===== src/rtl/bus_turn_pkg.sv =====
package bus_turn_pkg;

  // Read-direction exit rule: idle reads with writes worth serving, or
  // writes piling past the high mark after a long enough read run.
  function automatic logic bt_leave_read(input int unsigned rd, input int unsigned wr,
                                         input int unsigned run, input int unsigned lo,
                                         input int unsigned hi, input int unsigned min_rd,
                                         input logic drain);
    logic rd_idle;
    rd_idle = (rd == 0);
    return (rd_idle && (wr != 0) && (drain || (wr > lo))) ||
           ((wr > hi) && ((run >= min_rd) || rd_idle));
  endfunction

  // Write-direction exit rule: empty, well under the low mark, or reads
  // starved after a long enough write run.
  function automatic logic bt_leave_write(input int unsigned rd, input int unsigned wr,
                                          input int unsigned run, input int unsigned lo,
                                          input int unsigned min_wr, input logic drain);
    return (wr == 0) ||
           (((wr + min_wr) < lo) && !drain) ||
           ((rd != 0) && (run >= min_wr));
  endfunction

endpackage


===== src/rtl/bus_turn_chan.sv =====
module bus_turn_chan
  import bus_turn_pkg::*;
#(
  parameter int OCC_W   = 7,
  parameter int RUN_W   = 8,
  parameter int HIGH_WM = 54,
  parameter int LOW_WM  = 32,
  parameter int MIN_RD  = 64,
  parameter int MIN_WR  = 64
) (
  input  logic             clk_i,
  input  logic             rst_ni,
  input  logic             drain_i,
  input  logic [OCC_W-1:0] rd_occ_i,
  input  logic [OCC_W-1:0] wr_occ_i,
  input  logic             burst_vld_i,
  input  logic             burst_wr_i,
  output logic             dir_wr_o,
  output logic             turn_o,
  output logic [RUN_W-1:0] run_len_o
);

  logic             cur_wr;
  logic             nxt_wr;
  logic [RUN_W-1:0] run_cnt;
  logic [RUN_W-1:0] run_inc;
  logic             turn_due;
  logic             burst_hit;
  logic             flip_req;

  assign turn_due  = (cur_wr != nxt_wr);
  assign burst_hit = burst_vld_i && (burst_wr_i == cur_wr);
  assign run_inc   = (burst_hit && (run_cnt != {RUN_W{1'b1}})) ? run_cnt + 1'b1 : run_cnt;

  always_comb begin
    if (cur_wr)
      flip_req = bt_leave_write(int'(rd_occ_i), int'(wr_occ_i), int'(run_cnt),
                                LOW_WM, MIN_WR, drain_i);
    else
      flip_req = bt_leave_read(int'(rd_occ_i), int'(wr_occ_i), int'(run_cnt),
                               LOW_WM, HIGH_WM, MIN_RD, drain_i);
  end

  always_ff @(posedge clk_i) begin
    if (!rst_ni) begin
      cur_wr    <= 1'b0;
      nxt_wr    <= 1'b0;
      run_cnt   <= '0;
      turn_o    <= 1'b0;
      run_len_o <= '0;
    end else begin
      turn_o <= turn_due;
      if (turn_due) begin
        cur_wr    <= nxt_wr;
        run_len_o <= run_inc;
        run_cnt   <= '0;
      end else begin
        run_cnt <= run_inc;
        if (flip_req) nxt_wr <= ~cur_wr;
      end
    end
  end

  assign dir_wr_o = cur_wr;

  AST_TURN_FLIPS_DIR: assert property (@(posedge clk_i) disable iff (!rst_ni)
    turn_o |-> (dir_wr_o != $past(dir_wr_o)));

  AST_DIR_HOLDS_OFF_TURN: assert property (@(posedge clk_i) disable iff (!rst_ni)
    !turn_o |-> $stable(dir_wr_o));

  AST_SINGLE_PULSE: assert property (@(posedge clk_i) disable iff (!rst_ni)
    turn_o |=> !turn_o);

  AST_EMPTY_WQ_EXITS: assert property (@(posedge clk_i) disable iff (!rst_ni)
    (cur_wr && !turn_due && (wr_occ_i == '0)) |=> !nxt_wr);

  AST_RUN_CLEARED: assert property (@(posedge clk_i) disable iff (!rst_ni)
    turn_o |-> (run_cnt == '0));

endmodule


===== src/rtl/bus_turn_pick.sv =====
module bus_turn_pick #(
  parameter int ENTRIES = 8,
  parameter int CH_W    = 1,
  parameter int CH_ID   = 0,
  localparam int IDX_W  = $clog2(ENTRIES)
) (
  input  logic                    clk_i,
  input  logic                    rst_ni,
  input  logic                    dir_wr_i,
  input  logic [ENTRIES-1:0]      ent_vld_i,
  input  logic [ENTRIES-1:0]      ent_rdy_i,
  input  logic [ENTRIES-1:0]      ent_wr_i,
  input  logic [ENTRIES*CH_W-1:0] ent_ch_i,
  output logic                    pick_vld_o,
  output logic [IDX_W-1:0]        pick_idx_o
);

  logic [ENTRIES-1:0] elig;

  for (genvar e = 0; e < ENTRIES; e++) begin : g_elig
    assign elig[e] = ent_vld_i[e] && ent_rdy_i[e] && (ent_wr_i[e] == dir_wr_i) &&
                     (ent_ch_i[e*CH_W +: CH_W] == CH_W'(CH_ID));
  end

  // Scan from the top so that the lowest eligible index is written last.
  always_comb begin
    pick_vld_o = 1'b0;
    pick_idx_o = '0;
    for (int i = ENTRIES - 1; i >= 0; i--) begin
      if (elig[i]) begin
        pick_vld_o = 1'b1;
        pick_idx_o = IDX_W'(i);
      end
    end
  end

  AST_PICK_OWN_CHAN: assert property (@(posedge clk_i) disable iff (!rst_ni)
    pick_vld_o |-> (ent_ch_i[pick_idx_o*CH_W +: CH_W] == CH_W'(CH_ID)));

  AST_PICK_KIND_READY: assert property (@(posedge clk_i) disable iff (!rst_ni)
    pick_vld_o |-> (ent_vld_i[pick_idx_o] && ent_rdy_i[pick_idx_o] &&
                    (ent_wr_i[pick_idx_o] == dir_wr_i)));

  AST_NO_PICK_ZERO_IDX: assert property (@(posedge clk_i) disable iff (!rst_ni)
    !pick_vld_o |-> (pick_idx_o == '0));

endmodule


===== src/rtl/bus_turn_ctrl.sv =====
module bus_turn_ctrl #(
  parameter int NUM_CH   = 2,
  parameter int OCC_W    = 7,
  parameter int RUN_W    = 8,
  parameter int WR_BUF   = 64,
  parameter int HIGH_PCT = 85,
  parameter int LOW_PCT  = 50,
  parameter int MIN_RD   = 64,
  parameter int MIN_WR   = 64,
  parameter int ENTRIES  = 8,
  localparam int CH_W    = (NUM_CH > 1) ? $clog2(NUM_CH) : 1,
  localparam int IDX_W   = $clog2(ENTRIES)
) (
  input  logic                      clk_i,
  input  logic                      rst_ni,
  input  logic                      drain_i,
  input  logic [NUM_CH*OCC_W-1:0]   rd_occ_i,
  input  logic [NUM_CH*OCC_W-1:0]   wr_occ_i,
  input  logic [NUM_CH-1:0]         burst_vld_i,
  input  logic [NUM_CH-1:0]         burst_wr_i,
  input  logic [ENTRIES-1:0]        ent_vld_i,
  input  logic [ENTRIES-1:0]        ent_rdy_i,
  input  logic [ENTRIES-1:0]        ent_wr_i,
  input  logic [ENTRIES*CH_W-1:0]   ent_ch_i,
  output logic [NUM_CH-1:0]         dir_wr_o,
  output logic [NUM_CH-1:0]         turn_o,
  output logic [NUM_CH*RUN_W-1:0]   run_len_o,
  output logic [NUM_CH-1:0]         pick_vld_o,
  output logic [NUM_CH*IDX_W-1:0]   pick_idx_o
);

  localparam int HIGH_WM = (WR_BUF * HIGH_PCT) / 100;
  localparam int LOW_WM  = (WR_BUF * LOW_PCT) / 100;

  // watermark ordering is a configuration rule
  if (LOW_WM > HIGH_WM) begin : g_bad_wm
    $error("bus_turn_ctrl: low write watermark above high watermark");
  end

  for (genvar c = 0; c < NUM_CH; c++) begin : g_ch
    bus_turn_chan #(
      .OCC_W  (OCC_W),
      .RUN_W  (RUN_W),
      .HIGH_WM(HIGH_WM),
      .LOW_WM (LOW_WM),
      .MIN_RD (MIN_RD),
      .MIN_WR (MIN_WR)
    ) u_chan (
      .clk_i      (clk_i),
      .rst_ni     (rst_ni),
      .drain_i    (drain_i),
      .rd_occ_i   (rd_occ_i[c*OCC_W +: OCC_W]),
      .wr_occ_i   (wr_occ_i[c*OCC_W +: OCC_W]),
      .burst_vld_i(burst_vld_i[c]),
      .burst_wr_i (burst_wr_i[c]),
      .dir_wr_o   (dir_wr_o[c]),
      .turn_o     (turn_o[c]),
      .run_len_o  (run_len_o[c*RUN_W +: RUN_W])
    );

    bus_turn_pick #(
      .ENTRIES(ENTRIES),
      .CH_W   (CH_W),
      .CH_ID  (c)
    ) u_pick (
      .clk_i     (clk_i),
      .rst_ni    (rst_ni),
      .dir_wr_i  (dir_wr_o[c]),
      .ent_vld_i (ent_vld_i),
      .ent_rdy_i (ent_rdy_i),
      .ent_wr_i  (ent_wr_i),
      .ent_ch_i  (ent_ch_i),
      .pick_vld_o(pick_vld_o[c]),
      .pick_idx_o(pick_idx_o[c*IDX_W +: IDX_W])
    );
  end

endmodule


===== config.mk =====
export PLATFORM = sky130hd
export DESIGN_NAME = bus_turn_ctrl
export DESIGN_NICKNAME = d
export VERILOG_FILES = /design/src/rtl/bus_turn_pkg.sv /design/src/rtl/bus_turn_chan.sv /design/src/rtl/bus_turn_pick.sv /design/src/rtl/bus_turn_ctrl.sv
export SDC_FILE = /design/constraint.sdc
export NUM_CORES = 1
export LEC_CHECK = 0
export ABC_AREA = 1
export BUFFER_PORTS_ARGS = -buffer_cell sky130_fd_sc_hd__buf_2
export CAP_MARGIN = 30
export CELL_PAD_IN_SITES_DETAIL_PLACEMENT = 1
export CELL_PAD_IN_SITES_GLOBAL_PLACEMENT = 1
export CORE_AREA = 2 2 83 93
export CTS_CLUSTER_DIAMETER = 30
export DETAILED_ROUTE_END_ITERATION = 12
export DIE_AREA = 0 0 85 95
export GPL_TIMING_DRIVEN = 0
export PLACE_DENSITY = 0.9
export SYNTH_ARGS = -nofsm -noshare
export SYNTH_HDL_FRONTEND = slang
export SYNTH_SLANG_ARGS = --single-unit

===== constraint.sdc =====
create_clock -name clk_i -period 3.1 [get_ports clk_i]
set_input_delay 0.31 -clock clk_i [delete_from_list [all_inputs] [get_ports clk_i]]
set_output_delay 0.31 -clock clk_i [all_outputs]
set_load 0.01 [all_outputs]

Yosys cells after proc, flatten, opt, wreduce, memory -nomap -nowiden
Cells that the tools add are included.
W data, S select, Z words.
- bits of input ports: 67
- output and inout bits: 28
- register bits: 38
- equal/unequal tests: 22
- $lt $le $gt $ge: 8
- reduce and logical (&&, ||, !) cells: 77
- bitwise logic cells: 13
- add/sub/neg operators: 4
- multiplexer cells: 36
- operator list (kind ; count):
    $lt A32 B6 Y1 const B ; 2
    $logic_and A1 B1 Y1 ; 54
    $mux W3 ; 16
    $gt A7 B6 Y1 const B ; 4
    $logic_not A7 Y1 ; 4
    $reduce_bool A7 Y1 ; 4
    $eq A1 B1 Y1 ; 18
    $mux W1 ; 18
    $add A7 B7 Y8 const B ; 2
    $add A8 B1 Y8 const B ; 2
    $ge A8 B7 Y1 const B ; 2
    $mux W8 ; 2
    $ne A8 B8 Y1 const B ; 2
    $not A1 Y1 ; 13
    $logic_or A1 B1 Y1 ; 10
    $reduce_and A2 Y1 ; 2
    $reduce_or A2 Y1 ; 2
    $ne A1 B1 Y1 ; 2
    $logic_not A1 Y1 ; 1

Longest topological paths before layout
- depth in word-level cells: 11
- depth in mapped cells: 11
- depth with buffers taken out: 11

Modules after synthesis
From an unflattened synthesis, not the netlist that was laid out.
- cell total of the unflattened synthesis: 395
- area, all modules: 2494.9 um^2
- modules (own cells, without submodules) (module ; sequential area each (um^2) ; cells each ; instances ; area an instance (um^2)):
    bus_turn_chan ; 380.4 ; 147 ; 2 ; 979.7
    bus_turn_pick at g_ch[0].u_pick ; 0.0 ; 53 ; 1 ; 276.5
    bus_turn_pick at g_ch[1].u_pick ; 0.0 ; 48 ; 1 ; 259.0

Least setup slack after synthesis
Ideal clock, no wire load.
- kind: register to output
- from: register g_ch[0].u_chan.cur_wr
- to: output pick_idx_o[0]
- data required time: 2.790 ns
- buffers on the path: 1
- arrival: 1.238 ns
- cell stages (with the launch flop): 9
- setup slack: 1.552 ns
- cell sequence: dfxtp_1 buf_4 xnor2_1 nand2_1 nand2_1 nand2_1 nand2_1 nand2_1 a21boi_0
- cells in the longest elaborated chain, start to end: 11
- elaborated cells between the ends (all ways): 32
- those cells by class: 8 x eq/ne; 8 x mux; 16 x reduce/logical
- ends and longest elaborated chain (item ; line ; source):
    start: declaration ; bus_turn_chan.sv:23 ; logic cur_wr;
    start signal: assignment ; bus_turn_chan.sv:54 ; cur_wr <= nxt_wr;
    $eq A1 B1 Y1 ; bus_turn_pick.sv:21 ; assign elig[e] = ent_vld_i[e] && ent_rdy_i[e] && (ent_wr_i[e] == dir_wr_i) &&
    $logic_and A1 B1 Y1 (2 in series) ; bus_turn_pick.sv:21 ;
    $mux W3 (7 in series) ; bus_turn_pick.sv:30 ; if (elig[i]) begin
    $mux W3 (*) ; bus_turn_pick.sv:30 ;
    end: declaration ; bus_turn_ctrl.sv:29 ; output logic [NUM_CH*IDX_W-1:0] pick_idx_o
Mark *: on every way between the ends. The rest lies on a longest branch, timed or not.

Worst setup path in the final report
- from: register g_ch[1].u_chan.cur_wr
- to: output pick_vld_o[1]
- cells in the longest elaborated chain, start to end: 11
- elaborated cells between the ends (all ways): 32
- those cells by class: 8 x eq/ne; 8 x mux; 16 x reduce/logical
- ends and longest elaborated chain (item ; line ; source):
    start: declaration ; bus_turn_chan.sv:23 ;
    start signal: assignment ; bus_turn_chan.sv:54 ;
    $eq A1 B1 Y1 ; bus_turn_pick.sv:21 ;
    $logic_and A1 B1 Y1 (2 in series) ; bus_turn_pick.sv:21 ;
    $mux W1 (7 in series) ; bus_turn_pick.sv:30 ;
    $mux W1 (*) ; bus_turn_pick.sv:30 ;
    end: declaration ; bus_turn_ctrl.sv:28 ; output logic [NUM_CH-1:0] pick_vld_o,
Marks and branches as above.

==> results.yml <==
critical_path:
  critical_path_class: "register to primary output"
  r2r_cells: 9
  required_ns: 2.79
  path_max_fanout: 10
  endpoint_kind: "primary output"
  worstReg2RegEnd: "g_ch[1].u_chan.run_len_o[6]$_SDFFE_PN0P_"
  r2r-start: "g_ch[1].u_chan.run_cnt[0]$_SDFF_PP0_"
  cp.arrival_ns: 1.79
  critPathLaunchType: "register"
  r2r_slack_ns: 1.49
timing:
  hold_viol_final: 0
  tightestPinTransition_ns: 0.3756
  slew_violations: 0
  relSlewSlack_pct: 74.93
  fmax_ghz: 0.4768
  clock-skew-final_ns: 0.003982
  tns_ns: 0
  setup_violations: 0
  fin_crit_ns: 2.097
  grt_setup_unrepaired: "no"
  fin_crit_sh_pct: 67.65
clocking:
  cts_sinks: 38
  clk_path_buf_depth: 2
  root_buffer: "clkbuf_8"
  cts_repair_resize_count: 0
  numCtsBuffers: 5
  postCtsHoldBufs: 0
  cts_tree: "yes"
  clock_latency_ns: 0.30
  cts_setup_buffers: 0
  clkSlewWorstSetupHoldPaths_ns: 0.08
  cts-htree-levels: 2
detailed_routing:
  top_layer_used: "met4"
  m1WireLength_mm: 2.984
  drt-total-wl_mm: 7.098
  vias: 2706
  drtPass1Iterations: 4
  drt_iter0_drc: 27
  wl_per_cell_um: 12.56
  ant_nets: 0
  wl_met2_mm: 3.624
  drc_errors: 0
  wl_met3_um: 393
  vias_per_cell: 4.789
yosys:
  yosys-top-cells-area: "dfxtp_1 (31%), nand2_1 (22%), nor2_1 (5.7%), inv_1 (5.6%), xnor2_1 (5.1%)"
  ys_warn_count: 0
  yosysSeqAreaShare_pct: 31.44
  synth_edf_count: 0
  synthDominantCellAreaShare_pct: 31.44
  synth_cells: 377
  synth_area_um2: 2420
  synthArstFlopShare_pct: 0
  synth.avg_cell_area_um2: 6.419
  ys_ff_latch: 38
  synthesis.nets: 446
  ys_types: 33
  ys.flop_type: "dfxtp_1"
  synth_top_cell_by_area: "dfxtp_1"
placement:
  post-dp-hpwl_mm: 5.702
  io_buffers: 93
  place_congestion: 0.8568
global_route:
  antenna_found_initial: 0
  grt_max_degree: 13
  grt_pass1_vias: 2770
  grt_pass1_wl_mm: 11.94
  track_usage_pct: 18.05
  globalRoute.totalOverflow: 0
floorplanning:
  rows: 33
  core_um2: 7226
  die_h_um: 95
  initial_core_util_pct: 33.49
  die_area_um2: 8075
  io_pins: 95
  dieWidth_um: 85
final_layout:
  syn2layout_area_growth_pct: 28.28
  drive_above_1_share_pct: 27.62
  layout_commonest_cell: "nand2_1"
  final_cell_mix: "nand2_1 (139), buf_2 (93), dfxtp_1 (38)"
  seqCellArea_um2: 760.7
  nets: 546
  nFillCells: 1005
  multiInputGateArea_um2: 1426
  n_antenna_cell: 0
hold_path:
  min_path_cells: 5
  min-delay-start: "wr_occ_i[13]"
  whs_endpoint: "g_ch[1].u_chan.nxt_wr$_SDFFE_PN0P_"
  min_path_type: "input pin to register"
power:
  vdd_drop_max_v: 0.0002640
  p_leak_nw: 1.664
  p_per_area_nw_per_um2: 351.4
  p_total_w: 0.001091
flow_run:
  max_cap_viol_count: 0
status:
  status: "finished clean"
[worst max-delay path by stage]
stage                                               startpoint            end  slack [ns]
after floorplan           g_ch[0].u_chan.dir_wr_o$_SDFFE_PN0P_  pick_idx_o[0]        1.55
after global placement    g_ch[1].u_chan.dir_wr_o$_SDFFE_PN0P_  pick_vld_o[1]        1.37
after detailed placement  g_ch[0].u_chan.dir_wr_o$_SDFFE_PN0P_  pick_vld_o[0]        1.29
after CTS                 g_ch[0].u_chan.dir_wr_o$_SDFFE_PN0P_  pick_vld_o[0]        0.97
after global routing      g_ch[1].u_chan.dir_wr_o$_SDFFE_PN0P_  pick_vld_o[1]        0.86
final                     g_ch[1].u_chan.dir_wr_o$_SDFFE_PN0P_  pick_vld_o[1]        1.00
[state kept, by name (all words and copies together) (netlist names)]
signal                 count
g_ch.u_chan.run_cnt       16
g_ch.u_chan.turn_o         2
g_ch.u_chan.nxt_wr         2
g_ch.u_chan.dir_wr_o       2
g_ch.u_chan.run_len_o     16
[stage by stage]
| step | instances | hold WS (ns) | worst slack (ns) | area (µm²) | util [%] |
|---|---|---|---|---|---|
| after detailed placement | 557 | 0.4360 | 1.292 | 2994 | 41.44 |
| after global placement | 557 | 0.4341 | 1.365 | 2994 | 41.44 |
| final | 565 | 0.3530 | 1.003 | 3104 | 42.96 |
| after floorplan | 377 | 0.4518 | 1.552 | 2420 | - |
| after CTS | 565 | 0.3642 | 0.9700 | 3104 | 42.96 |
| after global routing | 565 | 0.4147 | 0.8600 | 3104 | 42.96 |
[cell usage after synthesis (6+ instances only)]
library cell,count
buf_4,7
xor2_1,8
inv_1,36
nor3_1,7
xnor2_1,14
nand4_1,13
a21oi_1,15
dfxtp_1,38
nand3_1,19
nor2_1,37
nand2_1,139
o21ai_0,6
[worst max-delay path, stage by stage (launching register included)]
cell,delay (ns)
dfxtp_1,0.43
buf_6,0.20
nand2_1,0.07
nand3_1,0.09
o21ai_0,0.15
nor2_1,0.19
nand4_1,0.10
buf_4,0.14
buf_2,0.13
[layout make-up]
class,instances,area share (%)
Buffer,10,2.539
Clock buffer,6,2.338
Clock inverter,2,1.209
Inverter,41,4.958
Multi-Input combinational cell,288,45.95
Sequential cell,38,24.51
Tap cell,87,3.507
Timing Repair Buffer,93,14.99
[power by group]
group	switching, W	leakage, nW	internal, W
Sequential	0.00000427	0.307	0.000492
Clock	0.000187	0.0514	0.000240
Combinational	0.0000909	1.31	0.0000759
[per-layer routing]
metal | global-route usage [%] | vias to the layer above
met2 | 35.61 | 68
met3 | 2.797 | 8
met5 | 0 | -
met4 | 4.630 | 0
li1 | - | 1376
met1 | 19.86 | 1254
[kinds of logic after synthesis]
group	after synthesis	share of synthesized area [%]
flip-flops	38	31.44
XOR/XNOR	24	9.308
adder cells (fa/ha/maj)	2	1.034
buffers and inverters	51	9.617
AND/OR/NAND/NOR	234	41.93
AO/OA/AOI/OAI	28	6.670
Power figures use the tool's default switching activity.
